[config.mk]
export PLATFORM = sky130hd
export DESIGN_NAME = fcmp_flags
export DESIGN_NICKNAME = d
export VERILOG_FILES = /design/src/rtl/fcmp_flags.sv
export SDC_FILE = /design/constraint.sdc
export NUM_CORES = 1
export LEC_CHECK = 0
export BUFFER_PORTS_ARGS = -buffer_cell sky130_fd_sc_hd__clkbuf_2
export CORE_MARGIN = 5
export CORE_UTILIZATION = 36
export DETAILED_ROUTE_END_ITERATION = 8
export MAX_ROUTING_LAYER = met4
export PLACE_DENSITY_LB_ADDON = 0.3
export SLEW_MARGIN = 20
export SYNTH_ARGS = -nofsm -noshare
export SYNTH_HDL_FRONTEND = slang
export SYNTH_SLANG_ARGS = --single-unit
[constraint.sdc]
create_clock -name clk -period 1 [get_ports clk]
set_input_delay 0.15 -clock clk [delete_from_list [all_inputs] [get_ports clk]]
set_output_delay 0.15 -clock clk [all_outputs]
set_load 0.02 [all_outputs]
[src/rtl/fcmp_flags.sv]
module fcmp_flags #(
  parameter int OPW = 64
) (
  input  logic           clk,
  input  logic           rst_n,
  input  logic           in_valid,
  input  logic           mode_ordered,
  input  logic [OPW-1:0] opa,
  input  logic [OPW-1:0] opb,
  input  logic           mask_invalid,
  input  logic           mask_denorm,
  output logic           out_valid,
  output logic           flag_zero,
  output logic           flag_parity,
  output logic           flag_carry,
  output logic           flag_ovf,
  output logic           flag_sign,
  output logic           flag_aux,
  output logic           exc_invalid,
  output logic           exc_denorm,
  output logic           exc_unmasked
);
  localparam int FW    = 32;
  localparam int FRACW = 23;
  localparam int EXPW  = FW - FRACW - 1;
  localparam int QBIT  = FRACW - 1;
  localparam int MAGW  = FW - 1;

  localparam logic [2:0] C_UNORD = 3'b111;
  localparam logic [2:0] C_GT    = 3'b000;
  localparam logic [2:0] C_LT    = 3'b001;
  localparam logic [2:0] C_EQ    = 3'b100;

  logic [FW-1:0] a, b;
  assign a = opa[FW-1:0];
  assign b = opb[FW-1:0];

  logic hi_unused;
  assign hi_unused = ^{opa[OPW-1:FW], opb[OPW-1:FW]};

  function automatic logic f_nan(input logic [FW-1:0] v);
    return (&v[FW-2:FRACW]) && (|v[FRACW-1:0]);
  endfunction

  function automatic logic f_snan(input logic [FW-1:0] v);
    return f_nan(v) && !v[QBIT];
  endfunction

  function automatic logic f_sub(input logic [FW-1:0] v);
    return (v[FW-2:FRACW] == '0) && (|v[FRACW-1:0]);
  endfunction

  logic any_nan, any_snan, any_sub;
  assign any_nan  = f_nan(a)  || f_nan(b);
  assign any_snan = f_snan(a) || f_snan(b);
  assign any_sub  = f_sub(a)  || f_sub(b);

  logic [MAGW-1:0] mag_a, mag_b;
  assign mag_a = a[MAGW-1:0];
  assign mag_b = b[MAGW-1:0];

  logic [2:0] code;
  always_comb begin
    if (any_nan)                          code = C_UNORD;
    else if (mag_a == '0 && mag_b == '0)  code = C_EQ;
    else if (a[FW-1] != b[FW-1])          code = a[FW-1] ? C_LT : C_GT;
    else if (mag_a == mag_b)              code = C_EQ;
    else if ((mag_a > mag_b) ^ a[FW-1])   code = C_GT;
    else                                  code = C_LT;
  end

  logic inv_raw, unm_raw;
  assign inv_raw = mode_ordered ? any_nan : any_snan;
  assign unm_raw = (inv_raw && !mask_invalid) || (any_sub && !mask_denorm);

  always_ff @(posedge clk or negedge rst_n) begin
    if (!rst_n) begin
      out_valid    <= 1'b0;
      exc_invalid  <= 1'b0;
      exc_denorm   <= 1'b0;
      exc_unmasked <= 1'b0;
      {flag_zero, flag_parity, flag_carry} <= 3'b000;
      {flag_ovf, flag_sign, flag_aux}      <= 3'b000;
    end else begin
      out_valid    <= in_valid;
      exc_invalid  <= in_valid && inv_raw;
      exc_denorm   <= in_valid && any_sub;
      exc_unmasked <= in_valid && unm_raw;
      if (in_valid && !unm_raw) begin
        {flag_zero, flag_parity, flag_carry} <= code;
        {flag_ovf, flag_sign, flag_aux}      <= 3'b000;
      end
    end
  end

  p_legal_code_r3: assert property (@(posedge clk) disable iff (!rst_n)
    flag_parity |-> (flag_zero && flag_carry));

  p_clear_rest_r4: assert property (@(posedge clk) disable iff (!rst_n)
    (out_valid && !exc_unmasked) |-> !(flag_ovf || flag_sign || flag_aux));

  p_quiet_inv_r5: assert property (@(posedge clk) disable iff (!rst_n)
    (in_valid && !mode_ordered && !any_snan) |=> !exc_invalid);

  p_ord_inv_r6: assert property (@(posedge clk) disable iff (!rst_n)
    (in_valid && mode_ordered && any_nan) |=> exc_invalid);

  p_hold_r8: assert property (@(posedge clk) disable iff (!rst_n)
    (out_valid && exc_unmasked) |->
      $stable({flag_zero, flag_parity, flag_carry, flag_ovf, flag_sign, flag_aux}));

  p_valid_r9: assert property (@(posedge clk) disable iff (!rst_n)
    in_valid |=> out_valid);

  p_pulse_r9: assert property (@(posedge clk) disable iff (!rst_n)
    !in_valid |=> !out_valid);

  p_exc_with_valid_r9: assert property (@(posedge clk) disable iff (!rst_n)
    (exc_unmasked || exc_invalid || exc_denorm) |-> out_valid);

  p_unord_r2: assert property (@(posedge clk) disable iff (!rst_n)
    (in_valid && any_nan && !unm_raw) |=> (flag_zero && flag_parity && flag_carry));
endmodule

==> summary.txt, run 1 <==
Outcome
  – Status: complete, but fails checks
  – Failing checks: setup timing

Route
  – DR WL/cell: 12.9 um
  – Final wirelength: 4.74 mm
  – ANT nets after route: 0
  – DR vias: 1792
  – Vias per inst: 4.88
  – TritonRoute pass-1 iters: 4
  – DRC errors left: 0
  – DR iter-0 viols: 29

Setup path
  – CP max FO: 2
  – Critical Path AT: 2.18 ns
  – CP Data Required Time: 1.14 ns
  – Critical Path End Type: register
  – Crit path kind: in -> reg
  – Startpoint Class: input port

Power and ir drop
  – Clock network fraction of total power: 0.252
  – Pwr Total: 1.58 mW
  – Comb power frac: 0.557
  – Flop pwr share: 0.191
  – Int Pwr: 1.04 mW
  – Switch Pwr: 0.538 mW
  – Pwr Density: 584 mW/mm^2
  – Net Sw Frac: 0.341
  – Lkg Pwr: 1.43 nW
  – Worst vdd ir: 0.255 mV

STA
  – Period utilisation layout: 2.04
  – WHS: 0.166 ns
  – Setup_tns: -3.58 ns
  – Fin Clk Skew: 0 ns
  – Min Tclk post-route: 2.04 ns
  – Final critical-path setup slack: -1.04 ns
  – Fmax: 0.490 GHz
  – Setup violators final: 6
  – Fin. Hold Viols: 0
  – Max-slew violations: 0
  – Unrepaired setup endpoints after global routing: true

Clock network
  – Bufs on Longest Clock Path: 2
  – TritonCTS clock tree: yes
  – CTS clk-pin slew, worst paths: 0.04 ns
  – Clock sinks: 7
  – # H-tree levels: 1
  – CTS root buffer: clkbuf_8
  – Total CTS buffers: 3
  – Clk Latency, worst-skew pair: 0.23 ns

GRT
  – Vias in the first global route: 1864
  – Met2 GRT Util: 0.335
  – Largest net degree at the start of global routing: 8
  – Global-route wire length before repair: 7.72 mm
  – Met3 Resource Use GR: 0.0224
  – Met1 usage: 0.221
  – Overflow after GRT: 0
  – Total GRT Usage: 0.189
  – Gr busiest metal: met2
  – Initial antenna violation count: 0

Final layout
  – Fraction of layout cells with a size suffix above 1: 0.589
  – Nets: 485
  – Storage element area: 175 um^2
  – Fin cells: 367
  – Antenna diode count: 0
  – Fillers: 275
  – Util after Layout: 0.738
  – P&R area growth vs syn: 98.1%
  – Multi-input gate area: 0.00132 mm^2

Synthesis
  – Synth warn: 0
  – Post-synth top flop: dfrtp_1
  – Syn_area_per_cell: 7.66 um^2
  – Ys async rst share: 1.00
  – Leading area contributor after synthesis: ha_1
  – Seq/Total Area, Yosys: 0.128
  – FF+latch count, synth: 7
  – Largest cells by area after synthesis: ha_1, dfrtp_1, inv_1, nor4_1, a21oi_1
  – Post-synth cell types: 38
  – Gate Count Post-Synth: 178
  – Synth Cell Area: 0.00136 mm^2
  – Yosys top cell area share: 0.284
  – Number of flops mapped to enable cells by yosys: 0

Floorplanning
  – # rows: 22
  – Ports: 144
  – DIE WIDTH: 71.6 um
  – Initial Util: 0.373
  – Core ar.: 0.00366 mm^2
  – Die Area: 0.00512 mm^2
  – Die Height: 71.6 um

Placed design
  – Routability cong.: 0.823
  – DP Wirelength: 4.17 mm
  – Inst Count DP: 360
  – IO buf count: 76

Hold path
  – HP Class: in -> reg

Job
  – Max-Cap Viols: 0
[power groups by stage]
| stage | clock (mW) | sequential [mW] | combinational, mW |
|---|---|---|---|
| final | 0.398 | 0.301 | 0.879 |
| after global placement | 0 | 0.305 | 0.784 |
| after global routing | 0.443 | 0.302 | 0.976 |
| after floorplan | 0 | 0.319 | 0.321 |
| after CTS | 0.411 | 0.302 | 0.840 |
| after detailed placement | 0 | 0.306 | 0.802 |
[layer usage]
layer | up-vias | part of all wire | wire length (um)
li1 | 932 | - | -
met1 | 800 | 0.41 | 1960
met3 | 11 | 0.047 | 223
met5 | - | 0 | 0
met2 | 49 | 0.52 | 2470
met4 | 0 | 0.018 | 87
[synth_stat cells, types with 2 or more instances]
library cell	n
inv_1	35
ha_1	31
nand2_1	13
nor4_1	13
a21oi_1	11
nor2_1	11
nand4_1	8
dfrtp_1	7
nand3_1	4
a211oi_1	3
buf_4	3
nor3_1	3
a21o_1	2
a221oi_1	2
and2_1	2
and4_1	2
nand3b_1	2
nor4_2	2
o21ai_0	2
o21ai_1	2
o21bai_1	2
o31ai_1	2
[what timing repair did]
item,CTS,global route
buffers inserted,2,4
hold buffers,1,0
setup endpoints to repair,6,6
pin swaps,9,14
gates resized for setup,18,26
hold endpoints to repair,7,0
[cell families after synthesis]
| family | synth area share |
|---|---|
| AO/OA/AOI/OAI | 0.192 |
| adder cells (fa/ha/maj) | 0.284 |
| buffers and inverters | 0.113 |
| flip-flops | 0.128 |
| multiplexers | 0.0266 |
| other | 0.00275 |
| AND/OR/NAND/NOR | 0.253 |
[critical path, cell delays in order]
cell       delay, ns
clkbuf_16       0.13
inv_12          0.04
ha_4            0.18
a21o_1          0.16
a221o_1         0.34
a221oi_2        0.34
a21oi_2         0.10
nor3_2          0.24
mux2_4          0.33
o31ai_2         0.16
[through the flow]
stage	setup WS, ns	cell area [um^2]
6_report	-1.04	2700
5_1_grt	-1.12	2700
4_1_cts	-0.978	2590
3_5_place_dp	-1.37	2440
3_3_place_gp	-1.32	2440
2_1_floorplan	-0.954	1580
[flip-flops by register name, summed over array words and instances (netlist names)]
register	cells
exc_denorm	1
exc_invalid	1
exc_unmasked	1
flag_carry	1
flag_parity	1
flag_zero	1
out_valid	1
[layout make-up]
type / count / area share
flip-flops and latches: 7 / 0.0648
well taps: 48 / 0.0222
multi-input cells: 135 / 0.488
repair buffers: 138 / 0.350
clock buffers: 4 / 0.0167
inverters: 35 / 0.0588
[layout by cell type, fill, tap and decap left out, types with 3 or more instances in the layout]
cell | netlist | routed
a21oi_1 | 11 | 8
a21oi_2 | 0 | 3
buf_4 | 3 | 52
buf_6 | 0 | 13
clkbuf_2 | 0 | 69
clkbuf_8 | 0 | 5
conb_1 | 1 | 3
dfrtp_1 | 7 | 7
ha_1 | 31 | 25
ha_4 | 0 | 6
inv_1 | 35 | 28
inv_4 | 0 | 3
nand2_1 | 13 | 11
nand3_1 | 4 | 3
nand4_1 | 8 | 8
nor2_1 | 11 | 8
nor2_2 | 0 | 3
nor4_1 | 13 | 4
nor4_2 | 2 | 4
nor4_4 | 0 | 7
[path summary, 6_finish.rpt]
| check | from | slack, ns | endpoint | cells past startpoint |
|---|---|---|---|---|
| max in group asynchronous | rst_n | 0.54 | out_valid$_DFF_PN0_ | 2 |
| worst max register to register | flag_parity$_DFFE_PN0P_ | 0.24 | flag_parity$_DFFE_PN0P_ | 1 |
| min in group asynchronous | rst_n | 0.29 | flag_parity$_DFFE_PN0P_ | 2 |
| worst min register to register | flag_zero$_DFFE_PN0P_ | 0.48 | flag_zero$_DFFE_PN0P_ | 1 |
| worst min-delay path | in_valid | 0.17 | out_valid$_DFF_PN0_ | 2 |
| worst max-delay path | opb[8] | -1.04 | flag_carry$_DFFE_PN0P_ | 10 |
(Power assumes the default switching activity.)
==> run 2, diff against run 1 <==
CORE_MARGIN = 2   (was 5)
CORE_UTILIZATION = 38   (was 36)
clock period = 2.35 ns   (was 1 ns; I/O delays follow)
==> summary.txt, run 2 (synthesis gave the netlist of run 1 again) <==
Floorplanning
  – Die Height: 63.9 um
  – Core ar.: 0.00339 mm^2
  – Initial Util: 0.402
  – Ports: 144
  – DIE WIDTH: 63.9 um
  – # rows: 21
  – Die Area: 0.00408 mm^2

Setup path
  – Critical Path End Type: register
  – CP Data Required Time: 2.51 ns
  – Startpoint Class: input port
  – Crit path kind: in -> reg
  – Critical Path AT: 2.37 ns
  – CP max FO: 2

Placed design
  – IO buf count: 76
  – DP Area: 0.00186 mm^2
  – Setup Slack @ Placement: -0.286 ns
  – Inst Count DP: 309
  – Routability cong.: 0.888
  – DP Wirelength: 3.36 mm

Power and ir drop
  – Pwr Total: 0.487 mW
  – Pwr Density: 254 mW/mm^2
  – Worst vdd ir: 0.113 mV
  – Lkg Pwr: 1.10 nW

Clock network
  – TritonCTS clock tree: yes
  – Bufs on Longest Clock Path: 2
  – Clock sinks: 7
  – Total CTS buffers: 3
  – Setup repair bufs after CTS: 0
  – # H-tree levels: 1
  – CTS clk-pin slew, worst paths: 0.05 ns
  – CTS root buffer: clkbuf_4
  – Clk Latency, worst-skew pair: 0.25 ns

Final layout
  – Antenna diode count: 0
  – Nets: 434
  – Commonest non-fill, non-tap cell in the layout: clkbuf_2
  – Fin area: 0.00192 mm^2
  – Multi-input gate area: 0.00106 mm^2
  – Fillers: 357
  – Commonest non-fill, non-tap cells in the layout: clkbuf_2, inv_1, ha_1
  – Fraction of layout cells with a size suffix above 1: 0.373
  – Util after Layout: 0.566
  – Fin cells: 314
  – P&R area growth vs syn: 40.6%
  – Storage element area: 175 um^2

Outcome
  – Status: complete, no violations

STA
  – Setup violators final: 0
  – Unrepaired setup endpoints after global routing: false
  – Fmax: 0.452 GHz
  – Period utilisation layout: 0.942
  – WHS: 0.251 ns
  – Final critical-path setup slack: 0.136 ns
  – Max-slew violations: 0
  – Min Tclk post-route: 2.21 ns
  – Setup_tns: 0 ns
  – Fin. Hold Viols: 0
  – Fin Clk Skew: 0 ns

GRT
  – Largest net degree at the start of global routing: 8
  – Total GRT Usage: 0.189
  – Initial antenna violation count: 0
  – Global-route wire length before repair: 6.13 mm
  – Overflow after GRT: 0
  – Vias in the first global route: 1467

Route
  – Vias per inst: 4.97
  – TritonRoute pass-1 iters: 4
  – ANT nets after route: 0
  – DR iter-0 viols: 46
  – DRC errors left: 0
  – DR WL/cell: 11.6 um
  – Final wirelength: 3.64 mm
  – DR vias: 1560

Hold path
  – HP Class: in -> reg

Job
  – Max-Cap Viols: 0
==> run 2: cell types whose count changed in the layout (fill, tap and decap cells not counted), moves of 6 or more <==
cell      change
buf_6        -13
inv_1         +7
nor4_1        +9
nor4_4        -7
ha_1          +6
ha_4          -6
buf_4        -42
clkbuf_2      +7
==> run 2: power by group <==
group / internal [mW] / total (mW) / switching (mW)
Clock: 0.0648 / 0.110 / 0.0449
Combinational: 0.121 / 0.249 / 0.128
Sequential: 0.125 / 0.128 / 0.00240
Total: 0.311 / 0.487 / 0.176
==> run 2: final cells by class <==
class | instances | area share
multi-input combinational | 135 | 0.554
inverter | 35 | 0.0685
tap | 46 | 0.0300
timing repair buffer | 87 | 0.243
sequential | 7 | 0.0913
clock buffer | 4 | 0.0137
==> run 2: repair_timing <==
item                                    4_1_cts  5_1_grt
endpoints found under the hold margin         7        0
gates resized for setup                       1        3
endpoints found under the setup margin        1        1
cloned                                        0        0
hold buffers                                  1        0
pin swaps                                     0        2
==> run 2: worst paths after layout <==
| path | from | endpoint | slack (ns) | depth (start not counted) |
|---|---|---|---|---|
| worst min register to register | flag_zero$_DFFE_PN0P_ | flag_zero$_DFFE_PN0P_ | 0.50 | 1 |
| worst max-delay path | opb[8] | flag_carry$_DFFE_PN0P_ | 0.14 | 10 |
| worst min-delay path | in_valid | out_valid$_DFF_PN0_ | 0.25 | 1 |
| min in group asynchronous | rst_n | out_valid$_DFF_PN0_ | 0.48 | 2 |
| worst max register to register | flag_parity$_DFFE_PN0P_ | flag_parity$_DFFE_PN0P_ | 1.59 | 1 |
| max in group asynchronous | rst_n | flag_carry$_DFFE_PN0P_ | 1.71 | 2 |
==> run 2: layer usage <==
layer	global-route usage	vias up	part of all wire
met2	0.316	51	0.47
met3	0.0176	2	0.050
met1	0.252	676	0.47
met5	-	-	0
met4	0.0299	0	0.0049
li1	-	831	-
==> run 2: critical path, stage by stage <==
cell and delay [ns]:
clkbuf_2 0.10, inv_1 0.04, ha_1 0.28, a21o_1 0.17, a221o_1 0.33, a221oi_2 0.30
a21oi_2 0.10, nor3_2 0.18, mux2_1 0.35, o31ai_2 0.17
